## src/rtl/spi_slv_pkg.sv

```systemverilog
`timescale 1ns/1ps
package spi_slv_pkg;
  localparam int unsigned DATA_W    = 32;
  localparam int unsigned LEN_W     = $clog2(DATA_W);
  localparam int unsigned NUM_SEL   = 4;
  localparam int unsigned SEL_W     = $clog2(NUM_SEL);
  localparam int unsigned NUM_LINES = 2;
  localparam int unsigned IDX_W     = 3;

  typedef enum logic [1:0] {
    TRM_BOTH = 2'd0,
    TRM_RX   = 2'd1,
    TRM_TX   = 2'd2,
    TRM_RSVD = 2'd3
  } trm_e;

  typedef struct packed {
    logic             no_cs;
    logic             dma_wr;
    logic             dma_rd;
    logic             rx_line;
    logic             single;
    trm_e             trm;
    logic             en_pol;
    logic [SEL_W-1:0] en_sel;
    logic             cpha;
    logic             cpol;
    logic [LEN_W-1:0] wlen;
  } conf_t;

  localparam int unsigned CONF_W = $bits(conf_t);
  localparam logic [CONF_W-1:0] CONF_RST = CONF_W'(7);

  localparam logic [IDX_W-1:0] REG_CTRL = 3'd0;
  localparam logic [IDX_W-1:0] REG_CONF = 3'd1;
  localparam logic [IDX_W-1:0] REG_STAT = 3'd2;
  localparam logic [IDX_W-1:0] REG_TXD  = 3'd3;
  localparam logic [IDX_W-1:0] REG_RXD  = 3'd4;
endpackage

```

## src/rtl/spi_slv_sync.sv

```systemverilog
`timescale 1ns/1ps
module spi_slv_sync #(
  parameter int unsigned W      = 1,
  parameter int unsigned STAGES = 2
) (
  input  logic         clk,
  input  logic         rst_n,
  input  logic [W-1:0] d,
  output logic [W-1:0] q
);
  logic [W-1:0] stg [STAGES];

  always_ff @(posedge clk or negedge rst_n) begin
    if (!rst_n) begin
      for (int i = 0; i < STAGES; i++) stg[i] <= '0;
    end else begin
      stg[0] <= d;
      for (int i = 1; i < STAGES; i++) stg[i] <= stg[i-1];
    end
  end

  assign q = stg[STAGES-1];
endmodule

```

## src/rtl/spi_slv_regs.sv

```systemverilog
`timescale 1ns/1ps
module spi_slv_regs
  import spi_slv_pkg::*;
#(
  parameter int unsigned ADDR_W = 5
) (
  input  logic              clk,
  input  logic              rst_n,
  input  logic              host_we,
  input  logic              host_re,
  input  logic [ADDR_W-1:0] host_addr,
  input  logic [DATA_W-1:0] host_wdata,
  output logic [DATA_W-1:0] host_rdata,
  input  logic              tx_load,
  input  logic              rx_done,
  input  logic [DATA_W-1:0] rx_word,
  output logic              ch_en,
  output conf_t             conf_q,
  output logic [DATA_W-1:0] tx_hold,
  output logic              tx_empty,
  output logic              rx_full,
  output logic              ovr
);
  localparam int unsigned CH_W = ADDR_W - IDX_W;

  logic [IDX_W-1:0]  idx;
  logic              ch0, wr, rd;
  logic [DATA_W-1:0] rx_hold;

  assign idx = host_addr[IDX_W-1:0];
  assign ch0 = (host_addr[ADDR_W-1:IDX_W] == CH_W'(0));
  assign wr  = host_we & ch0;
  assign rd  = host_re & ch0;

  always_ff @(posedge clk or negedge rst_n) begin
    if (!rst_n) begin
      ch_en  <= 1'b0;
      conf_q <= conf_t'(CONF_RST);
    end else begin
      if (wr && idx == REG_CTRL) ch_en <= host_wdata[0];
      if (wr && idx == REG_CONF && !ch_en) conf_q <= conf_t'(host_wdata[CONF_W-1:0]);
    end
  end

  always_ff @(posedge clk or negedge rst_n) begin
    if (!rst_n) begin
      tx_hold  <= '0;
      tx_empty <= 1'b1;
    end else begin
      if (tx_load) tx_empty <= 1'b1;
      if (wr && idx == REG_TXD) begin
        tx_hold  <= host_wdata;
        tx_empty <= 1'b0;
      end
    end
  end

  always_ff @(posedge clk or negedge rst_n) begin
    if (!rst_n) begin
      rx_hold <= '0;
      rx_full <= 1'b0;
      ovr     <= 1'b0;
    end else begin
      if (rd && idx == REG_RXD) rx_full <= 1'b0;
      if (wr && idx == REG_STAT && host_wdata[2]) ovr <= 1'b0;
      if (rx_done) begin
        rx_hold <= rx_word;
        rx_full <= 1'b1;
        if (rx_full) ovr <= 1'b1;
      end
    end
  end

  always_comb begin
    host_rdata = '0;
    if (ch0) begin
      case (idx)
        REG_CTRL: host_rdata = DATA_W'(ch_en);
        REG_CONF: host_rdata = DATA_W'(conf_q);
        REG_STAT: host_rdata = DATA_W'({ovr, rx_full, tx_empty});
        REG_TXD:  host_rdata = tx_hold;
        REG_RXD:  host_rdata = rx_hold;
        default:  host_rdata = '0;
      endcase
    end
  end
endmodule

```

## src/rtl/spi_slv_shift.sv

```systemverilog
`timescale 1ns/1ps
module spi_slv_shift
  import spi_slv_pkg::*;
(
  input  logic                 clk,
  input  logic                 rst_n,
  input  conf_t                conf,
  input  logic                 ch_en,
  input  logic [DATA_W-1:0]    tx_hold,
  input  logic                 sclk_s,
  input  logic [NUM_SEL-1:0]   sel_s,
  input  logic [NUM_LINES-1:0] sdi_s,
  output logic                 tx_load,
  output logic                 rx_done,
  output logic [DATA_W-1:0]    rx_word,
  output logic [NUM_LINES-1:0] sdo,
  output logic [NUM_LINES-1:0] sdo_oe
);
  logic              selected, sel_q, start;
  logic              sclk_q, rise, fall, lead, trail, samp_e, shft_e;
  logic              rx_en, tx_en, in_bit, out_bit, out_line, last;
  logic [DATA_W-1:0] tx_sh, rx_sh, rx_next, len_mask;
  logic [LEN_W-1:0]  bitcnt;
  logic              skip, pend;

  assign selected = ch_en & (conf.no_cs | (sel_s[conf.en_sel] == conf.en_pol));
  assign start    = selected & ~sel_q;
  assign rise     = sclk_s & ~sclk_q;
  assign fall     = ~sclk_s & sclk_q;
  assign lead     = conf.cpol ? fall : rise;
  assign trail    = conf.cpol ? rise : fall;
  assign samp_e   = selected & ~start & (conf.cpha ? trail : lead);
  assign shft_e   = selected & ~start & (conf.cpha ? lead : trail);
  assign last     = (bitcnt == conf.wlen);

  assign rx_en    = (conf.trm != TRM_TX);
  assign tx_en    = conf.single ? (conf.trm == TRM_TX) : (conf.trm != TRM_RX);
  assign in_bit   = sdi_s[conf.rx_line];
  assign out_line = conf.single ? conf.rx_line : ~conf.rx_line;
  assign out_bit  = tx_sh[conf.wlen];

  assign len_mask = {DATA_W{1'b1}} >> (LEN_W'(DATA_W - 1) - conf.wlen);
  assign rx_next  = {rx_sh[DATA_W-2:0], in_bit};
  assign rx_word  = rx_next & len_mask;
  assign rx_done  = samp_e & last & rx_en;
  assign tx_load  = tx_en & (start | (samp_e & last & conf.cpha) | (shft_e & pend));

  always_ff @(posedge clk or negedge rst_n) begin
    if (!rst_n) begin
      sclk_q <= 1'b0;
      sel_q  <= 1'b0;
    end else begin
      sclk_q <= sclk_s;
      sel_q  <= selected;
    end
  end

  always_ff @(posedge clk or negedge rst_n) begin
    if (!rst_n) begin
      tx_sh  <= '0;
      rx_sh  <= '0;
      bitcnt <= '0;
      skip   <= 1'b0;
      pend   <= 1'b0;
    end else if (!selected) begin
      bitcnt <= '0;
      skip   <= 1'b0;
      pend   <= 1'b0;
    end else if (start) begin
      tx_sh  <= tx_hold;
      bitcnt <= '0;
      skip   <= conf.cpha;
      pend   <= 1'b0;
    end else begin
      if (samp_e) begin
        rx_sh <= rx_next;
        if (last) begin
          bitcnt <= '0;
          if (conf.cpha) begin
            tx_sh <= tx_hold;
            skip  <= 1'b1;
          end else begin
            pend  <= 1'b1;
          end
        end else begin
          bitcnt <= bitcnt + 1'b1;
        end
      end
      if (shft_e) begin
        if (pend) begin
          tx_sh <= tx_hold;
          pend  <= 1'b0;
        end else if (skip) begin
          skip  <= 1'b0;
        end else begin
          tx_sh <= tx_sh << 1;
        end
      end
    end
  end

  for (genvar l = 0; l < NUM_LINES; l++) begin : g_line
    assign sdo_oe[l] = selected & tx_en & (out_line == 1'(l));
    assign sdo[l]    = sdo_oe[l] & out_bit;
  end
endmodule

```

## src/rtl/spi_slv_chan.sv

```systemverilog
`timescale 1ns/1ps
module spi_slv_chan
  import spi_slv_pkg::*;
#(
  parameter int unsigned ADDR_W      = 5,
  parameter int unsigned SYNC_STAGES = 2
) (
  input  logic                 clk,
  input  logic                 rst_n,
  input  logic                 host_we,
  input  logic                 host_re,
  input  logic [ADDR_W-1:0]    host_addr,
  input  logic [DATA_W-1:0]    host_wdata,
  output logic [DATA_W-1:0]    host_rdata,
  input  logic                 spi_sclk,
  input  logic [NUM_SEL-1:0]   spi_sel,
  input  logic [NUM_LINES-1:0] spi_sdi,
  output logic [NUM_LINES-1:0] spi_sdo,
  output logic [NUM_LINES-1:0] spi_sdo_oe,
  output logic                 dma_rd_req,
  output logic                 dma_wr_req,
  output logic                 irq_tx_empty,
  output logic                 irq_rx_full,
  output logic                 irq_overrun
);
  localparam int unsigned SYN_W = 1 + NUM_SEL + NUM_LINES;

  logic                 ch_en, tx_empty, rx_full, ovr, tx_load, rx_done;
  conf_t                conf_q;
  logic [DATA_W-1:0]    tx_hold, rx_word;
  logic [SYN_W-1:0]     syn_q;
  logic                 sclk_s;
  logic [NUM_SEL-1:0]   sel_s;
  logic [NUM_LINES-1:0] sdi_s;

  spi_slv_sync #(.W(SYN_W), .STAGES(SYNC_STAGES)) sync_i (
    .clk(clk), .rst_n(rst_n),
    .d({spi_sclk, spi_sel, spi_sdi}),
    .q(syn_q)
  );
  assign {sclk_s, sel_s, sdi_s} = syn_q;

  spi_slv_regs #(.ADDR_W(ADDR_W)) regs_i (
    .clk(clk), .rst_n(rst_n),
    .host_we(host_we), .host_re(host_re), .host_addr(host_addr),
    .host_wdata(host_wdata), .host_rdata(host_rdata),
    .tx_load(tx_load), .rx_done(rx_done), .rx_word(rx_word),
    .ch_en(ch_en), .conf_q(conf_q), .tx_hold(tx_hold),
    .tx_empty(tx_empty), .rx_full(rx_full), .ovr(ovr)
  );

  spi_slv_shift shift_i (
    .clk(clk), .rst_n(rst_n),
    .conf(conf_q), .ch_en(ch_en), .tx_hold(tx_hold),
    .sclk_s(sclk_s), .sel_s(sel_s), .sdi_s(sdi_s),
    .tx_load(tx_load), .rx_done(rx_done), .rx_word(rx_word),
    .sdo(spi_sdo), .sdo_oe(spi_sdo_oe)
  );

  assign dma_rd_req   = rx_full & conf_q.dma_rd;
  assign dma_wr_req   = ch_en & tx_empty & conf_q.dma_wr;
  assign irq_tx_empty = ch_en & tx_empty;
  assign irq_rx_full  = rx_full;
  assign irq_overrun  = ovr;
endmodule

```

## config.mk

```make
export PLATFORM = sky130hd
export DESIGN_NAME = spi_slv_chan
export DESIGN_NICKNAME = d
export VERILOG_FILES = /design/src/rtl/spi_slv_pkg.sv /design/src/rtl/spi_slv_sync.sv /design/src/rtl/spi_slv_regs.sv /design/src/rtl/spi_slv_shift.sv /design/src/rtl/spi_slv_chan.sv
export SDC_FILE = /design/constraint.sdc
export NUM_CORES = 1
export LEC_CHECK = 0
export ABC_AREA = 1
export BUFFER_PORTS_ARGS = -buffer_cell sky130_fd_sc_hd__buf_2
export CORE_ASPECT_RATIO = 1.25
export CORE_MARGIN = 2
export CORE_UTILIZATION = 60
export CTS_BUF_LIST = sky130_fd_sc_hd__clkbuf_16
export CTS_CLUSTER_SIZE = 14
export DETAILED_ROUTE_END_ITERATION = 8
export MAX_ROUTING_LAYER = met4
export PLACE_DENSITY = 0.81
export SYNTH_ARGS = -nofsm -noshare
export SYNTH_HDL_FRONTEND = slang
export SYNTH_SLANG_ARGS = --single-unit
```

## constraint.sdc

```tcl
create_clock -name clk -period 2.55 [get_ports clk]
set_input_delay 0.255 -clock clk [delete_from_list [all_inputs] [get_ports clk]]
set_output_delay 0.255 -clock clk [all_outputs]
set_load 0.02 [all_outputs]
```

==> flow_summary.json, run 1 <==
{
  "async_flop_share": 1.000,
  "cts.sinks": 171,
  "status": "finished, final reports clean",
  "fillers": 1215,
  "cts-root-buf": "clkbuf_16",
  "cp_slowest_cell": "dfstp_4",
  "synthTopCellsByArea": "dfrtp_1 46%, nand2_1 16%, o21ai_0 5.0%",
  "fp.dieW_um": 113.8,
  "hpwlAfterDp_um": 17810,
  "hold_path.class": "in -> reg",
  "p_clk_frac": 0.300,
  "comb_power_share": 0.255,
  "worstMarginPinSlew_ns": 1.002,
  "crit_fanout": 10,
  "antenna_found_initial": 1,
  "fin_nets": 1338,
  "area_growth_syn_to_layout_pct": 14.96,
  "core.rowCount": 50,
  "postSynthAreaPerCell_um2": 7.476,
  "peakVddDrop_v": 0.0005968,
  "drt_pass1_iterations": 8,
  "fmax_mhz": 408.8,
  "grt_max_degree": 67,
  "ys_top_cells_by_count": "391 x nand2_1, 167 x dfrtp_1, 103 x inv_1, 90 x o21ai_0, 89 x a21oi_1",
  "top_level_ports": 89,
  "cts.clk_slew.worst_paths_ns": 0.06,
  "grt_pass1_vias": 8016,
  "synth.top_cell.area_share": 0.4623,
  "finalPower_uw": 8282,
  "cts_tree": "yes",
  "ys_seq_area_frac": 0.4740,
  "p_leak_uw": 0.005077,
  "startpoint_type": "register",
  "cts_max_path_buffers": 2,
  "start_util": 0.6071,
  "max_cap_violations": 0,
  "cp_num_buf_inv": 3,
  "wl_per_cell_um": 17.84,
  "initialDrtViolationCount": 954,
  "final_max_slew_viol_count": 0,
  "cts_max_level": 4,
  "gp_congestion": 0.9244,
  "switchingPower_uw": 2924,
  "crit_top_cell": "nand2_1",
  "hold_end": "regs_i.tx_hold[30]$_DFFE_PN0P_",
  "ff2ff_path_depth": 8,
  "routed_wl_um": 26460,
  "slew_headroom": 0.3314,
  "coreArea_mm2": 0.01489,
  "crit_family": "flip-flops",
  "via_per_inst": 5.846,
  "gr-usage-all-layers": 0.3470,
  "die_area_mm2": 0.01607,
  "cp.required_ns": 2.30,
  "ant_nets": 0,
  "r2r_end": "regs_i.rx_hold[18]$_DFFE_PN0P_",
  "drive_gt1_frac": 0.1477,
  "yosys.cell_types.count": 46,
  "arrival_ns": 2.19,
  "endpoint_kind": "primary output",
  "syn_nets": 1258,
  "synth_edf_count": 0,
  "worstSkewPairLatency_ns": 0.43,
  "synth.largest_area_cell": "dfrtp_1",
  "synthCells": 1209,
  "ys_seq_elements": 171,
  "reg2reg_slack_ns": 0.28,
  "worstHoldStart": "host_wdata[30]",
  "hold_viol": 0,
  "p_seq_frac": 0.445,
  "switching_share": 0.3530,
  "overflow": 0,
  "ys_warn_count": 0,
  "internal_power_uw": 5358,
  "period_needed_ns": 2.446,
  "slowest_delay_ns": 0.68,
  "criticalPathCategory": "reg -> out",
  "hold_depth": 3,
  "synth_most_common_cell": "nand2_1",
  "skew_ns": 0.005952,
  "fin_setup_tns_ns": 0,
  "grt_pass1_wl_um": 41940,
  "synth_area_mm2": 0.009039,
  "power_density_mw_per_mm2": 797.0,
  "cts_buffers": 17,
  "ys.flop_type": "dfrtp_1",
  "path_cells": "inv_2 > buf_4 > a21oi_1 > o21ai_0 > nand2_1 > nand2_1 > nand3_1 > o32ai_4 > nor2_1 > buf_2",
  "drc_errors": 0,
  "vias": 8669,
  "finalCritPeriodShare": 0.9594,
  "die_y_um": 141.2,
  "io_buffer_count": 88,
  "timing.rr.start": "regs_i.conf_q[0]$_DFFE_PN1P_",
  "setup_viol": 0
}
routing by layer:
metal | up-vias | track usage | share of wire
met2 | 527 | 0.5292 | 0.47
met1 | 3975 | 0.4603 | 0.39
met4 | 0 | 0.1508 | 0.041
li1 | 4074 | - | -
met3 | 93 | 0.06062 | 0.10
met5 | - | - | 0
worst max-delay path by stage:
stage                                 startpoint                        endpoint  slack (ns)  cells after the start
detailed placement  regs_i.conf_q[1]$_DFFE_PN1P_  regs_i.rx_hold[21]$_DFFE_PN0P_        0.37                      9
global route        regs_i.conf_q[1]$_DFFE_PN1P_                      spi_sdo[1]       -0.04                     10
global placement    regs_i.conf_q[1]$_DFFE_PN1P_  regs_i.rx_hold[12]$_DFFE_PN0P_        0.43                     10
finish              regs_i.conf_q[1]$_DFFE_PN1P_                      spi_sdo[1]        0.10                     10
CTS                 regs_i.conf_q[7]$_DFFE_PN0P_                      spi_sdo[0]       0.001                     12
floorplan           regs_i.conf_q[7]$_DFFE_PN0P_                      spi_sdo[0]        0.55                     11
area by class of cell:
cell class / count / area (um^2) / area share
diodes: 1 / 2.502 / 0.0002408
well taps: 182 / 227.7 / 0.02191
inverters: 112 / 424.2 / 0.04082
multi-input cells: 856 / 4038 / 0.3886
clock inverters: 13 / 131.4 / 0.01264
repair buffers: 131 / 854.6 / 0.08224
clock buffers: 17 / 425.4 / 0.04094
flip-flops and latches: 171 / 4288 / 0.4126
stage by stage:
step | hold WS, ns | area [um^2] | setup slack [ns] | utilization | cells
3_3_place_gp | 0.2488 | 9649 | 0.4297 | 0.6481 | 1438
4_1_cts | 0.02049 | 10290 | 0.001347 | 0.6908 | 1476
3_5_place_dp | 0.2498 | 9649 | 0.3699 | 0.6481 | 1438
6_report | 0.02451 | 10390 | 0.1035 | 0.6979 | 1483
5_1_grt | 0.04195 | 10390 | -0.04169 | 0.6979 | 1483
2_1_floorplan | -0.04059 | 9039 | 0.5517 | - | 1209
power groups by stage:
stage          clock network [uW]  logic (uW)  registers (uW)
3_5_place_dp                    0        1970            3690
2_1_floorplan                   0        1450            3490
6_report                     2480        2110            3690
4_1_cts                      2500        1990            3650
5_1_grt                      2610        2380            3720
3_3_place_gp                    0        1920            3680
worst reg2reg max path: stages, from the launching register on:
cell	delay [ns]
dfstp_2	0.55
buf_4	0.25
nand2_1	0.10
a21oi_2	0.15
nand3_2	0.18
nor2_2	0.23
nand2_2	0.21
buf_12	0.24
o31ai_1	0.25
sequential cells by signal, indices dropped and copies added (netlist names):
signal,cells
regs_i.ch_en,1
regs_i.conf_q,17
regs_i.ovr,1
regs_i.rx_full,1
regs_i.rx_hold,32
regs_i.tx_empty,1
regs_i.tx_hold,32
shift_i.bitcnt,5
shift_i.pend,1
shift_i.rx_sh,31
shift_i.sclk_q,1
shift_i.sel_q,1
shift_i.skip,1
shift_i.tx_sh,32
sync_i.q,7
sync_i.stg,7
logic make-up (layout without fill, tap and decap cells):
logic type / count (synthesis) / in the layout / synth area share
mux: 6 / 6 / 0.007475
flops: 171 / 171 / 0.4740
other cells: 0 / 1 / 0
buf+inv: 182 / 273 / 0.08624
xor+xnor: 6 / 6 / 0.005814
simple gates: 583 / 583 / 0.2654
fa+ha+maj: 1 / 1 / 0.001384
compound gates: 260 / 260 / 0.1597
cells in the final DEF (no fill, tap or decap), types with 5 or more instances in the layout:
cell	n
mux2_2	6
o22ai_1	12
inv_2	8
clkinvlp_4	7
inv_1	102
dfrtp_1	167
xor2_1	5
buf_4	31
nand4_1	5
buf_12	5
nand2_1	390
o21ai_0	90
clkbuf_16	17
nor2_4	5
o31ai_1	8
nor2_1	82
o21ai_1	25
nand3_1	85
a21oi_1	88
o21bai_1	17
a221oi_1	7
buf_2	86
dlygate4sd3_1	8
what timing repair did:
item / in CTS / in global routing
endpoints found under the setup margin: 0 / 3
hold buffers: 8 / 0
setup buffers: 0 / 6
endpoints found under the hold margin: 55 / 0
gates resized for setup: 0 / 13
No activity file was read; power rests on OpenSTA's default activity.
==> inputs of run 2 (changes only) <==
- SETUP_SLACK_MARGIN: default -> 0.5
==> run 2 against run 1 <==
Compared with the run above:
- critical endpoint unchanged
- non-clock buffer count up 43
- first-iteration DRC count is 45% higher
- sequential cell count unchanged
- largest power group unchanged
- hold slack worse by 0.0057 ns
- critical path type unchanged
- sequential share of layout area shrank 3.6 points
- register-to-register slack worse by 0.07 ns
- combinational power up 21%
- utilization rose by 6.6 points
- clock skew is 0.0071 ns higher
- critical path depth down 1
==> flow_summary.json, run 2 (synthesized netlist as in run 1, its figures left out) <==
{
  "status": "finished, final reports clean",
  "arrival_ns": 2.24,
  "hold_path.class": "in -> reg",
  "comb_power_share": 0.290,
  "final_max_slew_viol_count": 0,
  "skew_ns": 0.01304,
  "startpoint_type": "register",
  "most-common-layout-cells": "381 x nand2_1, 165 x dfrtp_1, 97 x inv_1, 82 x a21oi_1, 81 x o21ai_0",
  "top_level_ports": 89,
  "fin_nets": 1383,
  "ant_nets": 0,
  "peakVddDrop_v": 0.0005207,
  "slew_headroom": 0.5259,
  "cp.required_ns": 2.30,
  "switching_share": 0.3727,
  "worstSkewPairLatency_ns": 0.44,
  "cts_max_path_buffers": 2,
  "die_area_mm2": 0.01607,
  "cts.clk_slew.worst_paths_ns": 0.07,
  "crit_start": "regs_i.conf_q[0]$_DFFE_PN1P_",
  "area_growth_syn_to_layout_pct": 25.91,
  "drt_pass1_iterations": 7,
  "core.rowCount": 50,
  "hold_viol": 0,
  "drc_errors": 0,
  "grt_pass1_wl_um": 44560,
  "switchingPower_uw": 3284,
  "fp.dieW_um": 113.8,
  "internal_power_uw": 5526,
  "path_cells": "buf_6 > a21oi_1 > o21ai_0 > nand2_1 > nand2_1 > nand3_2 > o32ai_4 > nor2_1 > buf_4",
  "crit_top_cell": "nand2_1",
  "period_needed_ns": 2.496,
  "p_seq_frac": 0.424,
  "dpl_cell_area_mm2": 0.009649,
  "gr-usage-all-layers": 0.3713,
  "finalCritPeriodShare": 0.9789,
  "rsz0062_at_grt": "true",
  "via_per_inst": 6.219,
  "final_common_cell": "nand2_1",
  "vias": 9503,
  "die_y_um": 141.2,
  "cts-root-buf": "clkbuf_16",
  "reg2reg_slack_ns": 0.21,
  "largestRegisters": "regs_i.rx_hold (32), regs_i.tx_hold (32), shift_i.tx_sh (32)",
  "cts_buffers": 17,
  "grt_max_degree": 59,
  "ff2ff_path_depth": 11,
  "dp_cells": 1438,
  "max_cap_violations": 0,
  "cts_max_level": 4,
  "timing.rr.start": "regs_i.conf_q[0]$_DFFE_PN1P_",
  "overflow": 0,
  "p_clk_frac": 0.286,
  "final_cells": 1528,
  "routed_wl_um": 31290,
  "crit_fanout": 23,
  "hpwlAfterDp_um": 17810,
  "cts_tree": "yes",
  "p_leak_uw": 0.005461,
  "grt_pass1_vias": 8389,
  "endpoint_kind": "primary output",
  "gp_congestion": 0.9244,
  "finalPower_uw": 8810,
  "start_util": 0.6071,
  "holdWs_ns": 0.01879,
  "criticalPathCategory": "reg -> out",
  "drive_gt1_frac": 0.2156,
  "initialDrtViolationCount": 1379,
  "r2r_end": "regs_i.tx_empty$_DFFE_PN1P_",
  "slowest_delay_ns": 0.57,
  "layout.cell_area.non_filler_mm2": 0.01138,
  "cp_slowest_cell": "dfstp_2",
  "fmax_mhz": 400.6,
  "cts.sinks": 171,
  "wl_per_cell_um": 20.48,
  "io_buffer_count": 88,
  "power_density_mw_per_mm2": 774.1,
  "setup_viol": 0,
  "antenna_found_initial": 1,
  "hold_depth": 3,
  "fin_util": 0.7644,
  "coreArea_mm2": 0.01489,
  "setup.worst_path.end": "spi_sdo[1]",
  "worstMarginPinSlew_ns": 0.7037
}
[run 2: repair_timing]
action	4_1_cts	5_1_grt
hold buffers	8	0
hold endpoints to repair	55	0
pin swaps	14	16
gates resized for setup	66	78
setup buffers	23	17
setup endpoints to repair	88	106
gates cloned	4	7
[run 2: critical path, delay by kind of cell (launching register included)]
kind	cells	cell delay [ns]
simple gates	4	0.35
compound gates	3	0.50
flops	1	0.57
buf+inv	2	0.37
[run 2: cell type report]
cell class | count | area [um^2]
Antenna cell | 1 | 2.502
Clock buffer | 17 | 425.4
Clock inverter | 13 | 131.4
Fill cell | 957 | 3508
Inverter | 112 | 452.9
Multi-Input combinational cell | 856 | 4344
Sequential cell | 171 | 4287
Tap cell | 182 | 227.7
Timing Repair Buffer | 174 | 1495
Timing Repair inverter | 2 | 15.01
[run 2: power groups by stage]
stage / Clock, uW / Sequential (uW) / Combinational [uW]
after floorplan: 0 / 3490 / 1450
after global placement: 0 / 3680 / 1920
after detailed placement: 0 / 3690 / 1970
after CTS: 2500 / 3650 / 2210
after global routing: 2620 / 3750 / 2770
final: 2520 / 3740 / 2550
[run 2: stage by stage]
step                      worst slack (ns)  setup TNS (ns)
after floorplan                     0.5517               0
after global placement              0.4297               0
after detailed placement            0.3699               0
after CTS                           0.1626               0
after global routing              -0.07574         -0.1469
final                              0.05372               0
[run 2: how the worst min path moves through the flow]
stage / end / start / slack [ns]
global route: regs_i.tx_hold[22]$_DFFE_PN0P_ / host_wdata[22] / 0.03
global placement: shift_i.sclk_q$_DFF_PN0_ / rst_n / 0.25
detailed placement: shift_i.sclk_q$_DFF_PN0_ / rst_n / 0.25
CTS: regs_i.tx_hold[30]$_DFFE_PN0P_ / host_wdata[30] / 0.02
floorplan: regs_i.ch_en$_DFFE_PN0P_ / rst_n / -0.04
finish: regs_i.tx_hold[30]$_DFFE_PN0P_ / host_wdata[30] / 0.02
[run 2: per-layer routing]
layer,track usage,vias up,share of wire
li1,-,4162,-
met1,0.4701,4344,0.35
met2,0.5720,784,0.46
met3,0.08083,213,0.12
met4,0.1759,0,0.071
met5,-,-,0
